--- config.mk ---
export PLATFORM = sky130hd
export DESIGN_NAME = match_tick_timer
export DESIGN_NICKNAME = d
export VERILOG_FILES = /design/src/rtl/match_tick_timer.sv
export SDC_FILE = /design/constraint.sdc
export NUM_CORES = 1
export LEC_CHECK = 0
export ABC_AREA = 1
export BUFFER_PORTS_ARGS = -buffer_cell sky130_fd_sc_hd__clkbuf_2
export CORE_MARGIN = 2
export CORE_UTILIZATION = 65
export CTS_CLUSTER_DIAMETER = 120
export DETAILED_ROUTE_END_ITERATION = 6
export HOLD_SLACK_MARGIN = 0.15
export PLACE_DENSITY = 0.84
export SYNTH_ARGS = -nofsm -noshare
export SYNTH_HDL_FRONTEND = slang
export SYNTH_SLANG_ARGS = --single-unit
--- constraint.sdc ---
create_clock -name clk -period 3.75 [get_ports clk]
set_input_delay 0.75 -clock clk [delete_from_list [all_inputs] [get_ports clk]]
set_output_delay 0.75 -clock clk [all_outputs]
set_load 0.01 [all_outputs]
--- src/rtl/match_tick_timer.sv ---
module match_tick_timer #(
  parameter int CNT_W = 32,
  parameter int PS_W  = 32
) (
  input  logic        clk,
  input  logic        rst_n,
  input  logic        bus_sel,
  input  logic        bus_wr,
  input  logic [2:0]  bus_addr,
  input  logic [31:0] bus_wdata,
  output logic [31:0] bus_rdata,
  input  logic        dbg_active,
  output logic        irq
);
  localparam logic [2:0] A_CTRL = 3'd0;
  localparam logic [2:0] A_CNT  = 3'd1;
  localparam logic [2:0] A_PSM  = 3'd2;
  localparam logic [2:0] A_CMP  = 3'd3;
  localparam logic [2:0] A_CEN  = 3'd4;
  localparam logic [2:0] A_CAP  = 3'd5;
  localparam logic [2:0] A_INT  = 3'd6;

  logic [2:0]       ctrl_q;
  logic [PS_W-1:0]  psm_q, pc_q;
  logic [CNT_W-1:0] cnt_q, cmp_q, cnt_nx;
  logic             cen_q, flag_q;
  logic [31:0]      cap_q;

  logic wr, wr_ctrl, wr_int, halt, zero_now, run, pwrap, tick, evt, clr;

  assign wr       = bus_sel & bus_wr;
  assign wr_ctrl  = wr && bus_addr == A_CTRL;
  assign wr_int   = wr && bus_addr == A_INT;
  assign halt     = ctrl_q[2] & dbg_active;
  assign zero_now = ctrl_q[1] | (wr_ctrl & bus_wdata[1]);
  assign run      = ctrl_q[0] & ~halt & ~zero_now;
  assign pwrap    = pc_q >= psm_q;
  assign tick     = run & pwrap;
  assign cnt_nx   = cnt_q + 1'b1;
  assign evt      = tick & cen_q & (cnt_nx == cmp_q);
  assign clr      = wr_int & bus_wdata[0];
  assign irq      = flag_q;

  always_ff @(posedge clk or negedge rst_n) begin
    if (!rst_n) begin
      ctrl_q <= '0;
      psm_q  <= '0;
      pc_q   <= '0;
      cnt_q  <= '0;
      cmp_q  <= '0;
      cen_q  <= 1'b0;
      cap_q  <= '0;
      flag_q <= 1'b0;
    end else begin
      if (wr_ctrl) ctrl_q <= bus_wdata[2:0];
      if (wr && bus_addr == A_PSM) psm_q <= bus_wdata[PS_W-1:0];
      if (wr && bus_addr == A_CMP) cmp_q <= bus_wdata[CNT_W-1:0];
      if (wr && bus_addr == A_CEN) cen_q <= bus_wdata[0];
      if (wr && bus_addr == A_CAP) cap_q <= bus_wdata;
      if (zero_now) begin
        pc_q  <= '0;
        cnt_q <= '0;
      end else if (run) begin
        pc_q <= pwrap ? '0 : pc_q + 1'b1;
        if (pwrap) cnt_q <= cnt_nx;
      end
      flag_q <= evt | (flag_q & ~clr);
    end
  end

  always_comb begin
    bus_rdata = '0;
    if (bus_sel) begin
      case (bus_addr)
        A_CTRL:  bus_rdata = {29'd0, ctrl_q};
        A_CNT:   bus_rdata = 32'(cnt_q);
        A_PSM:   bus_rdata = 32'(psm_q);
        A_CMP:   bus_rdata = 32'(cmp_q);
        A_CEN:   bus_rdata = {31'd0, cen_q};
        A_CAP:   bus_rdata = cap_q;
        A_INT:   bus_rdata = {31'd0, flag_q};
        default: bus_rdata = '0;
      endcase
    end
  end


  stop_hold_chk: assert property (@(posedge clk) disable iff (!rst_n)
    (!ctrl_q[0] && !zero_now) |=> $stable(cnt_q));


  prescale_chk: assert property (@(posedge clk) disable iff (!rst_n)
    (cnt_q == CNT_W'($past(cnt_q) + 1'b1)) |-> ($past(pc_q) >= $past(psm_q)));


  zero_cmd_chk: assert property (@(posedge clk) disable iff (!rst_n)
    (wr_ctrl && bus_wdata[1]) |=> (cnt_q == '0));


  dbg_hold_chk: assert property (@(posedge clk) disable iff (!rst_n)
    (halt && !zero_now) |=> $stable(cnt_q));


  w1c_chk: assert property (@(posedge clk) disable iff (!rst_n)
    (clr && !evt) |=> !flag_q);


  match_set_chk: assert property (@(posedge clk) disable iff (!rst_n)
    ((cnt_q == CNT_W'($past(cnt_q) + 1'b1)) && cnt_q == $past(cmp_q) && $past(cen_q)) |-> flag_q);
endmodule

==> reports/results.ini, run 1 <==
[outcome]
status = finished with violations
violations = DRC

[synthesis]
synth_edf_count = 0
postSynthAreaPerCell_um2 = 7.38
synth_flop_cell = dfrtp_1
yosysTopAreaCell = dfrtp_1
synth_common_cells = nand2_1 (326), nor2_1 (173), inv_1 (168), dfrtp_1 (165), o21ai_0 (95)
synth.most_common_cell = nand2_1
syn_inst = 1337
synth.distinct_cells = 43
netlist.area_leader.share_pct = 41.8
ys_seq_elements = 165
netlist_area_um2 = 9870
async_reset_ff_share_pct = 100
yosys_warnings = 0
synth_fp_nets = 1411
synth_area_leaders = dfrtp_1 (42%), nand2_1 (12%), nor2_1 (6.6%), inv_1 (6.4%), o21ai_0 (4.8%)
seq_area_frac_synth_pct = 41.8

[finish]
nets = 1472
utilization_pct = 73.5
fillers = 1189
final_layout_size_suffix_gt1_share_pct = 10.6
syn_to_final_growth_pct = 12.0
antenna-diode-count = 0

[clock_tree]
clock-sinks = 165
cts_max_level = 4
cts_tree = built
cts_buffers = 17
post_cts_resized = 0
cts_root_buffer = clkbuf_16
hold_buffers = 0
post_cts_buffers = 0
clkTransAtPathRegs_ns = 0.07
clk_latency_ns = 0.44
cts.path.max_buffers = 2

[place]
io_buffers = 72
hpwl_um = 20500
gp_congestion = 0.966

[sta]
slew_violations = 0
skew_ns = 0.00820
hold_viol_final = 0
min_period_ns = 3.05
relSlewSlack_pct = 20.4
worst-slew-pin-transition_ns = 1.19
timing.fmax_mhz = 328
post-route-period-util_pct = 81.3
rsz0062_at_grt = false
finalSetupTns_ns = 0
hold_ws_ns = 0.354
setup_viol = 0

[worst_setup_path]
path_max_fanout = 29
path_class = primary input to output port
end_kind = output port
cp.arrival_ns = 2.30
cp-start-kind = primary input
cp.required_ns = 3.00

[power]
ir_worst_vdd_uv = 469
powerDensity_nw_per_um2 = 466
leakage_nw = 5.32

[run]
maxCapViolations = 0

[grt]
grt_overflow_total = 0
grt_pass1_vias = 9157
grt_max_degree = 82
grt_usage_pct = 36.7
grt_pass1_wl_um = 46500
grt_antenna_before_repair = 0

[route]
wl_um = 28500
drc = 1
dr.first_iter.drc_count = 1200
dr.pass1.iters = 7
routed_via_density = 6.04
final_antenna_net_count = 0
drt-wirelength-per-cell_um = 17.8
via_count = 9652

[floorplan]
core_um2 = 15000
rows = 45
die_w_um = 127
dieArea_um2 = 16200
pin_count = 73
die_h_um = 127
initial_core_util_pct = 65.7

[worst_hold_path]
hold_class = primary input to async pin

## cell families after synthesis
logic type	Yosys count	synth area share [%]
fa+ha+maj	34	4.31
xor+xnor	28	2.48
buf+inv	217	8.59
flops	165	41.8
compound gates	242	14.3
simple gates	651	28.5
## registers in the layout, summed over array words and instances (netlist names)
signal / flops
cap_q: 32
cen_q: 1
cmp_q: 32
cnt_q: 32
ctrl_q: 3
irq: 1
pc_q: 32
psm_q: 32
## cell type report
class / instances / area, um^2 / area share, %
tap: 188 / 235 / 2.13
multi-input combinational: 955 / 4920 / 44.5
timing repair buffer: 88 / 499 / 4.52
sequential: 165 / 4130 / 37.3
inverter: 171 / 642 / 5.81
clock buffer: 19 / 453 / 4.10
clock inverter: 13 / 173 / 1.56
## through the flow
stage                     cells  cell area (um^2)  power [W]  setup slack (ns)
after global routing       1599             11100    0.00540             0.479
after CTS                  1599             11100    0.00513             0.742
after floorplan            1337              9870    0.00290             0.978
after global placement     1567             10400    0.00322             0.808
final                      1599             11100    0.00515             0.702
after detailed placement   1567             10400    0.00327             0.740
## critical path, cell delays in order
cell and delay (ns):
clkbuf_2 0.15, inv_1 0.15, nor3_2 0.09, inv_1 0.07, buf_4 0.36, o22ai_1 0.14, a221oi_1 0.36, nor2_1 0.07
clkbuf_2 0.15
## metal layers
layer / track usage (%) / vias up / wire, um
li1: - / 4529 / -
met1: 51.5 / 4552 / 11900
met2: 57.9 / 493 / 13300
met3: 6.11 / 78 / 2360
met4: 14.0 / 0 / 902
met5: 0 / - / 0
## layout by cell type (no fill, tap or decap), types with 17 or more instances in the layout
master and instances:
nand4_1 18, o21ai_0 95, a221oi_1 32, nand3b_1 18, xor2_1 24, nor2_1 172, nand3_1 75, clkbuf_2 71
o22ai_1 52, dfrtp_1 165, a21oi_1 51, inv_1 168, clkbuf_16 17, ha_1 34, nand2_1 324
## power by group
part           switching [W]  internal [W]
sequential          0.000231       0.00204
clock               0.000778       0.00109
combinational       0.000651      0.000364
## final timing paths
check	startpoint	end	slack, ns	cells after the start
max reg2reg	psm_q[21]	cnt_q[21]	1.00	12
max	bus_addr[1]	bus_rdata[26]	0.70	9
max in group asynchronous	rst_n	cnt_q[26]	2.40	2
min in group clk	cmp_q[2]	cmp_q[2]	0.49	2
min	rst_n	cap_q[14]	0.35	1
min reg2reg	cmp_q[2]	cmp_q[2]	0.49	2
Note: power is estimated with default switching activity, not from simulation.
==> inputs of run 2 (changes only) <==
- CORE_UTILIZATION: 65 -> 55
- PLACE_DENSITY: 0.84 -> 0.76
- clock period: 3.75 -> 2.5 ns (I/O delays scaled with it)
==> run 2 against run 1 <==
The flow still finishes with violations (DRC). Sequential power increased by 49%. Wire length shrank 0.14%. Register-to-register slack worse by 0.84 ns. Cell area increased by 2.9%. Power increased by 49%. Sequential share of layout area fell by 1.1 points. Via count down 1.5%. Flip-flop and latch count unchanged. First-iteration DRC count is 22% lower. Core utilization down 8.2 points. Largest cell class unchanged.
==> reports/results.ini, run 2 (same netlist as run 1, synthesis figures left out) <==
[floorplan]
dieArea_um2 = 19000
pin_count = 73
rows = 48
initial_core_util_pct = 56.7
core_um2 = 17400
die_h_um = 138
die_w_um = 138

[finish]
nets = 1496
syn_to_final_growth_pct = 15.2
final_layout_size_suffix_gt1_share_pct = 12.3
layout_common_cells = nand2_1 (323), nor2_1 (169), inv_1 (167)
final_cells = 1660
final_common_cell = nand2_1
utilization_pct = 65.3
antenna-diode-count = 0

[outcome]
status = finished with violations
violations = DRC

[grt]
grt_overflow_total = 0
grt_usage_pct = 30.9
grt_max_degree = 65
grt_antenna_before_repair = 0
grt_pass1_vias = 8933
grt_pass1_wl_um = 45200

[clock_tree]
cts_root_buffer = clkbuf_16
cts_max_level = 4
cts.path.max_buffers = 2
clkTransAtPathRegs_ns = 0.07
clk_latency_ns = 0.43
clock-sinks = 165
cts_buffers = 17
cts_tree = built

[worst_hold_path]
hold_class = primary input to flip-flop

[sta]
hold_viol_final = 0
final.setup.worst_slack_ns = 0.0633
worst-slew-pin-transition_ns = 0.452
skew_ns = 0.00833
setup_viol = 0
timing.fmax_mhz = 410
min_period_ns = 2.44
relSlewSlack_pct = 69.8
hold_ws_ns = 0.294
slew_violations = 0
post-route-period-util_pct = 97.5

[route]
via_count = 9506
wl_um = 28400
drc = 2
dr.first_iter.drc_count = 940
final_antenna_net_count = 0
drt-wirelength-per-cell_um = 17.1
dr.pass1.iters = 7
routed_via_density = 5.73

[worst_setup_path]
path_class = primary input to output port
cp.required_ns = 2.00
end_kind = output port
cp_num_buf_inv = 5
cp.arrival_ns = 1.94
max_stage_delay_ns = 0.39
cp-start-kind = primary input
crit_chain = clkbuf_2 -> inv_1 -> nor3_1 -> inv_1 -> buf_4 -> o22ai_1 -> a221oi_1 -> nor2_1 -> clkbuf_2
cp_top_family = buffers and inverters
path_max_fanout = 13
cp_slowest_cell = a221oi_1

[place]
place_ws_ns = 0.0456
hpwl_um = 21100
gp_congestion = 0.973
io_buffers = 72
placed_cells = 1624

[power]
ir_worst_vdd_uv = 521
leakage_nw = 5.45
powerDensity_nw_per_um2 = 673

[run]
maxCapViolations = 0

run 2: changes by cell type in the layout (fill, tap and decap cells not counted), sizes merged:
cell,change
buf,+22
clkinvlp,+3
inv,-2
clkbuf,+1
clkinv,-1
dlygate4sd3,+1
run 2: power breakdown:
part | switching [W] | total, W | internal [W] | leakage [nW]
Clock | 0.00110 | 0.00270 | 0.00160 | 0.282
Combinational | 0.000978 | 0.00158 | 0.000601 | 3.04
Sequential | 0.000324 | 0.00338 | 0.00306 | 2.14
run 2: path summary, 6_finish.rpt:
kind | depth (start not counted) | slack (ns) | startpoint | end
max | 9 | 0.06 | bus_addr[0] | bus_rdata[17]
min | 3 | 0.29 | bus_wdata[0] | cap_q[0]
max reg2reg | 12 | 0.16 | psm_q[19] | cnt_q[11]
min reg2reg | 2 | 0.49 | psm_q[6] | psm_q[6]
max in group asynchronous | 3 | 1.36 | rst_n | cmp_q[25]
min in group asynchronous | 2 | 0.48 | rst_n | cap_q[9]
run 2: through the flow:
stage / area (um^2) / power [W] / setup TNS [ns]
after floorplan: 9870 / 0.00435 / 0
after global placement: 10700 / 0.00490 / 0
after detailed placement: 10700 / 0.00496 / 0
after CTS: 11300 / 0.00765 / 0
after global routing: 11400 / 0.00804 / -0.0224
final: 11400 / 0.00766 / 0
run 2: area by class of cell:
| class | instances | area (um^2) |
|---|---|---|
| sequential | 165 | 4130 |
| tap | 225 | 282 |
| clock buffer | 20 | 447 |
| inverter | 171 | 646 |
| multi-input combinational | 955 | 4970 |
| fill | 1510 | 6040 |
| timing repair inverter | 1 | 7.51 |
| timing repair buffer | 111 | 749 |
| clock inverter | 12 | 153 |
run 2: routing by layer:
| metal | part of all wire (%) | global-route usage (%) | up-vias |
|---|---|---|---|
| met4 | 2.3 | 9.75 | 0 |
| met2 | 46 | 49.6 | 369 |
| met5 | 0 | 0 | - |
| met1 | 44 | 42.8 | 4499 |
| met3 | 7.2 | 5.41 | 55 |
| li1 | - | - | 4583 |
run 2: what timing repair did:
item / in CTS / in global routing
gates resized for setup: 0 / 12
setup endpoints to repair: 0 / 6
hold buffers: 1 / 0
buffers inserted: 0 / 2
endpoints found under the hold margin: 16 / 0
run 2: worst register-to-register path: cells and delay by family (launching register included):
family                     cells  cell delay (ns)
AOI/OAI and AO/OA              3             0.60
DFF                            1             0.38
adders and majority gates      1             0.27
buffers and inverters          2             0.37
and+or+nand+nor                6             0.64
==> inputs of run 3 (changes only) <==
- BUFFER_PORTS_ARGS: -buffer_cell sky130_fd_sc_hd__clkbuf_2 -> -buffer_cell sky130_fd_sc_hd__buf_4
==> run 3 against run 2 <==
The run now ends clean. Register-to-register slack got worse by 0.11 ns. Sequential power about the same. Sequential share of layout area decreased by 0.60 points. Global-route usage increased by 1.7 points. Critical path depth increased by 4. First-iteration DRC count increased by 1.3%. Fmax decreased by 0.65%. Hold slack improved by 0.0033 ns. Clock power decreased by 6%. Worst setup slack got worse by 0.016 ns. Combinational power increased by 5%. Largest power group unchanged.
==> reports/results.ini, run 3 (same netlist as run 1, synthesis figures left out) <==
[floorplan]
pin_count = 73
die_w_um = 138
rows = 48
initial_core_util_pct = 56.7
die_h_um = 138
dieArea_um2 = 19000
core_um2 = 17400

[sta]
setup_viol = 0
relSlewSlack_pct = 60.3
final.setup.worst_slack_ns = 0.0473
worst-slew-pin-transition_ns = 0.590
skew_ns = 0.00839
slew_violations = 0
hold_viol_final = 0
timing.fmax_mhz = 408
min_period_ns = 2.45
post-route-period-util_pct = 98.1
hold_ws_ns = 0.298

[finish]
antenna-diode-count = 0
final_cells = 1669
final_layout_size_suffix_gt1_share_pct = 12.5
nets = 1505
layout_common_cells = nand2_1 (323), nor2_1 (172), inv_1 (167)
utilization_pct = 66.4
syn_to_final_growth_pct = 17.2
final_common_cell = nand2_1

[worst_setup_path]
path_class = flip-flop to flip-flop
reg2reg_slack_ns = 0.05
cp.arrival_ns = 2.80
cp_num_buf_inv = 1
cp_top_family = simple AND/OR/NAND/NOR gates
cp.required_ns = 2.85
cp-start-kind = flip-flop
cp_slowest_cell = dfrtp_1
end_kind = flip-flop
crit_top_cell = nand2_1
crit_chain = ha_1 -> nand2_1 -> nand2_1 -> nand2_1 -> nand2_1 -> nand2_1 -> nand3_1 -> a21oi_1 -> nand3_2 -> nor2_4 -> buf_4 -> nand2_1 -> o21ai_0
max_stage_delay_ns = 0.45
path_max_fanout = 6

[clock_tree]
cts_max_level = 4
clk_latency_ns = 0.44
cts_buffers = 17
clkTransAtPathRegs_ns = 0.07
clock-sinks = 165
cts.path.max_buffers = 2
cts_tree = built
cts_root_buffer = clkbuf_16

[route]
wl_met2_um = 14000
drt-met1-wl_um = 12800
dr_wl_met3_um = 2130
drt-wirelength-per-cell_um = 17.8
wl_um = 29800
maxUsedRoutingLayer = met4
dr.first_iter.drc_count = 952
routed_via_density = 5.79
dr.pass1.iters = 6
final_antenna_net_count = 0
drc = 0
via_count = 9656

[power]
powerDensity_nw_per_um2 = 656
leakage_nw = 5.52
power.internal_w = 0.00511
clkPwrFrac_pct = 33.6
ir_worst_vdd_uv = 519
comb_power_share_pct = 21.9
p_seq_share_pct = 44.6
p_switching_w = 0.00248
p_sw_share_pct = 32.7

[place]
hpwl_um = 22200
placed_cells = 1633
gp_congestion = 1.02
place_ws_ns = 0.162
io_buffers = 72

[grt]
grt_antenna_before_repair = 0
grt_usage_pct = 32.6
grt_max_degree = 63
grt_pass1_vias = 9518
grt_overflow_total = 0
grt_pass1_wl_um = 47600

[worst_hold_path]
hold_class = primary input to flip-flop

[run]
maxCapViolations = 0

[outcome]
status = finished clean

==> run 3: changes by cell type in the layout (fill, tap and decap cells not counted), sizes merged <==
cell | previous run | this run
bufinv | 3 | 1
clkbuf | 91 | 22
buf | 39 | 120
clkinvlp | 6 | 5
inv | 170 | 171
clkinv | 5 | 4
==> run 3: stage by stage <==
| stage | area, um^2 | total power (W) | TNS [ns] |
|---|---|---|---|
| floorplan | 9870 | 0.00435 | 0 |
| global placement | 11000 | 0.00497 | 0 |
| detailed placement | 11000 | 0.00503 | 0 |
| CTS | 11500 | 0.00756 | 0 |
| global route | 11600 | 0.00795 | -0.000885 |
| finish | 11600 | 0.00758 | 0 |
==> run 3: power by group through the flow <==
stage,Clock [W],Combinational [W],Sequential [W]
2_1_floorplan,0,0.00104,0.00331
3_3_place_gp,0,0.00157,0.00340
3_5_place_dp,0,0.00161,0.00341
4_1_cts,0.00256,0.00163,0.00337
5_1_grt,0.00266,0.00187,0.00342
6_report,0.00254,0.00166,0.00338
==> run 3: layer usage <==
metal,vias to the layer above,track usage [%]
met5,-,0
met4,0,12.1
met3,68,7.02
met2,391,53.2
met1,4606,42.8
li1,4591,-
==> run 3: path summary, 6_finish.rpt <==
kind | from | endpoint | cells past startpoint
max | pc_q[17] | pc_q[0] | 13
min | bus_wdata[1] | cap_q[1] | 3
max reg2reg | pc_q[17] | pc_q[0] | 13
min reg2reg | psm_q[27] | psm_q[27] | 2
max in group asynchronous | rst_n | cmp_q[0] | 3
min in group asynchronous | rst_n | psm_q[12] | 2
==> run 3: layout make-up <==
class	instances	area [um^2]
clock buffer	22	454
clock inverter	10	100
fill	1525	5850
inverter	171	646
multi-input combinational	955	4940
sequential	165	4130
tap	225	282
timing repair buffer	121	1010
==> run 3: worst reg2reg max path, stage by stage (launching register included) <==
cell	delay [ns]
dfrtp_1	0.45
ha_1	0.34
nand2_1	0.09
nand2_1	0.09
nand2_1	0.10
nand2_1	0.06
nand2_1	0.07
nand3_1	0.09
a21oi_1	0.26
nand3_2	0.17
nor2_4	0.18
buf_4	0.14
nand2_1	0.12
o21ai_0	0.21
==> run 3: repair_timing <==
action | CTS | global route
endpoints found under the setup margin | 0 | 17
buffers inserted | 0 | 3
hold buffers | 1 | 0
gates resized for setup | 0 | 4
hold endpoints to repair | 45 | 0
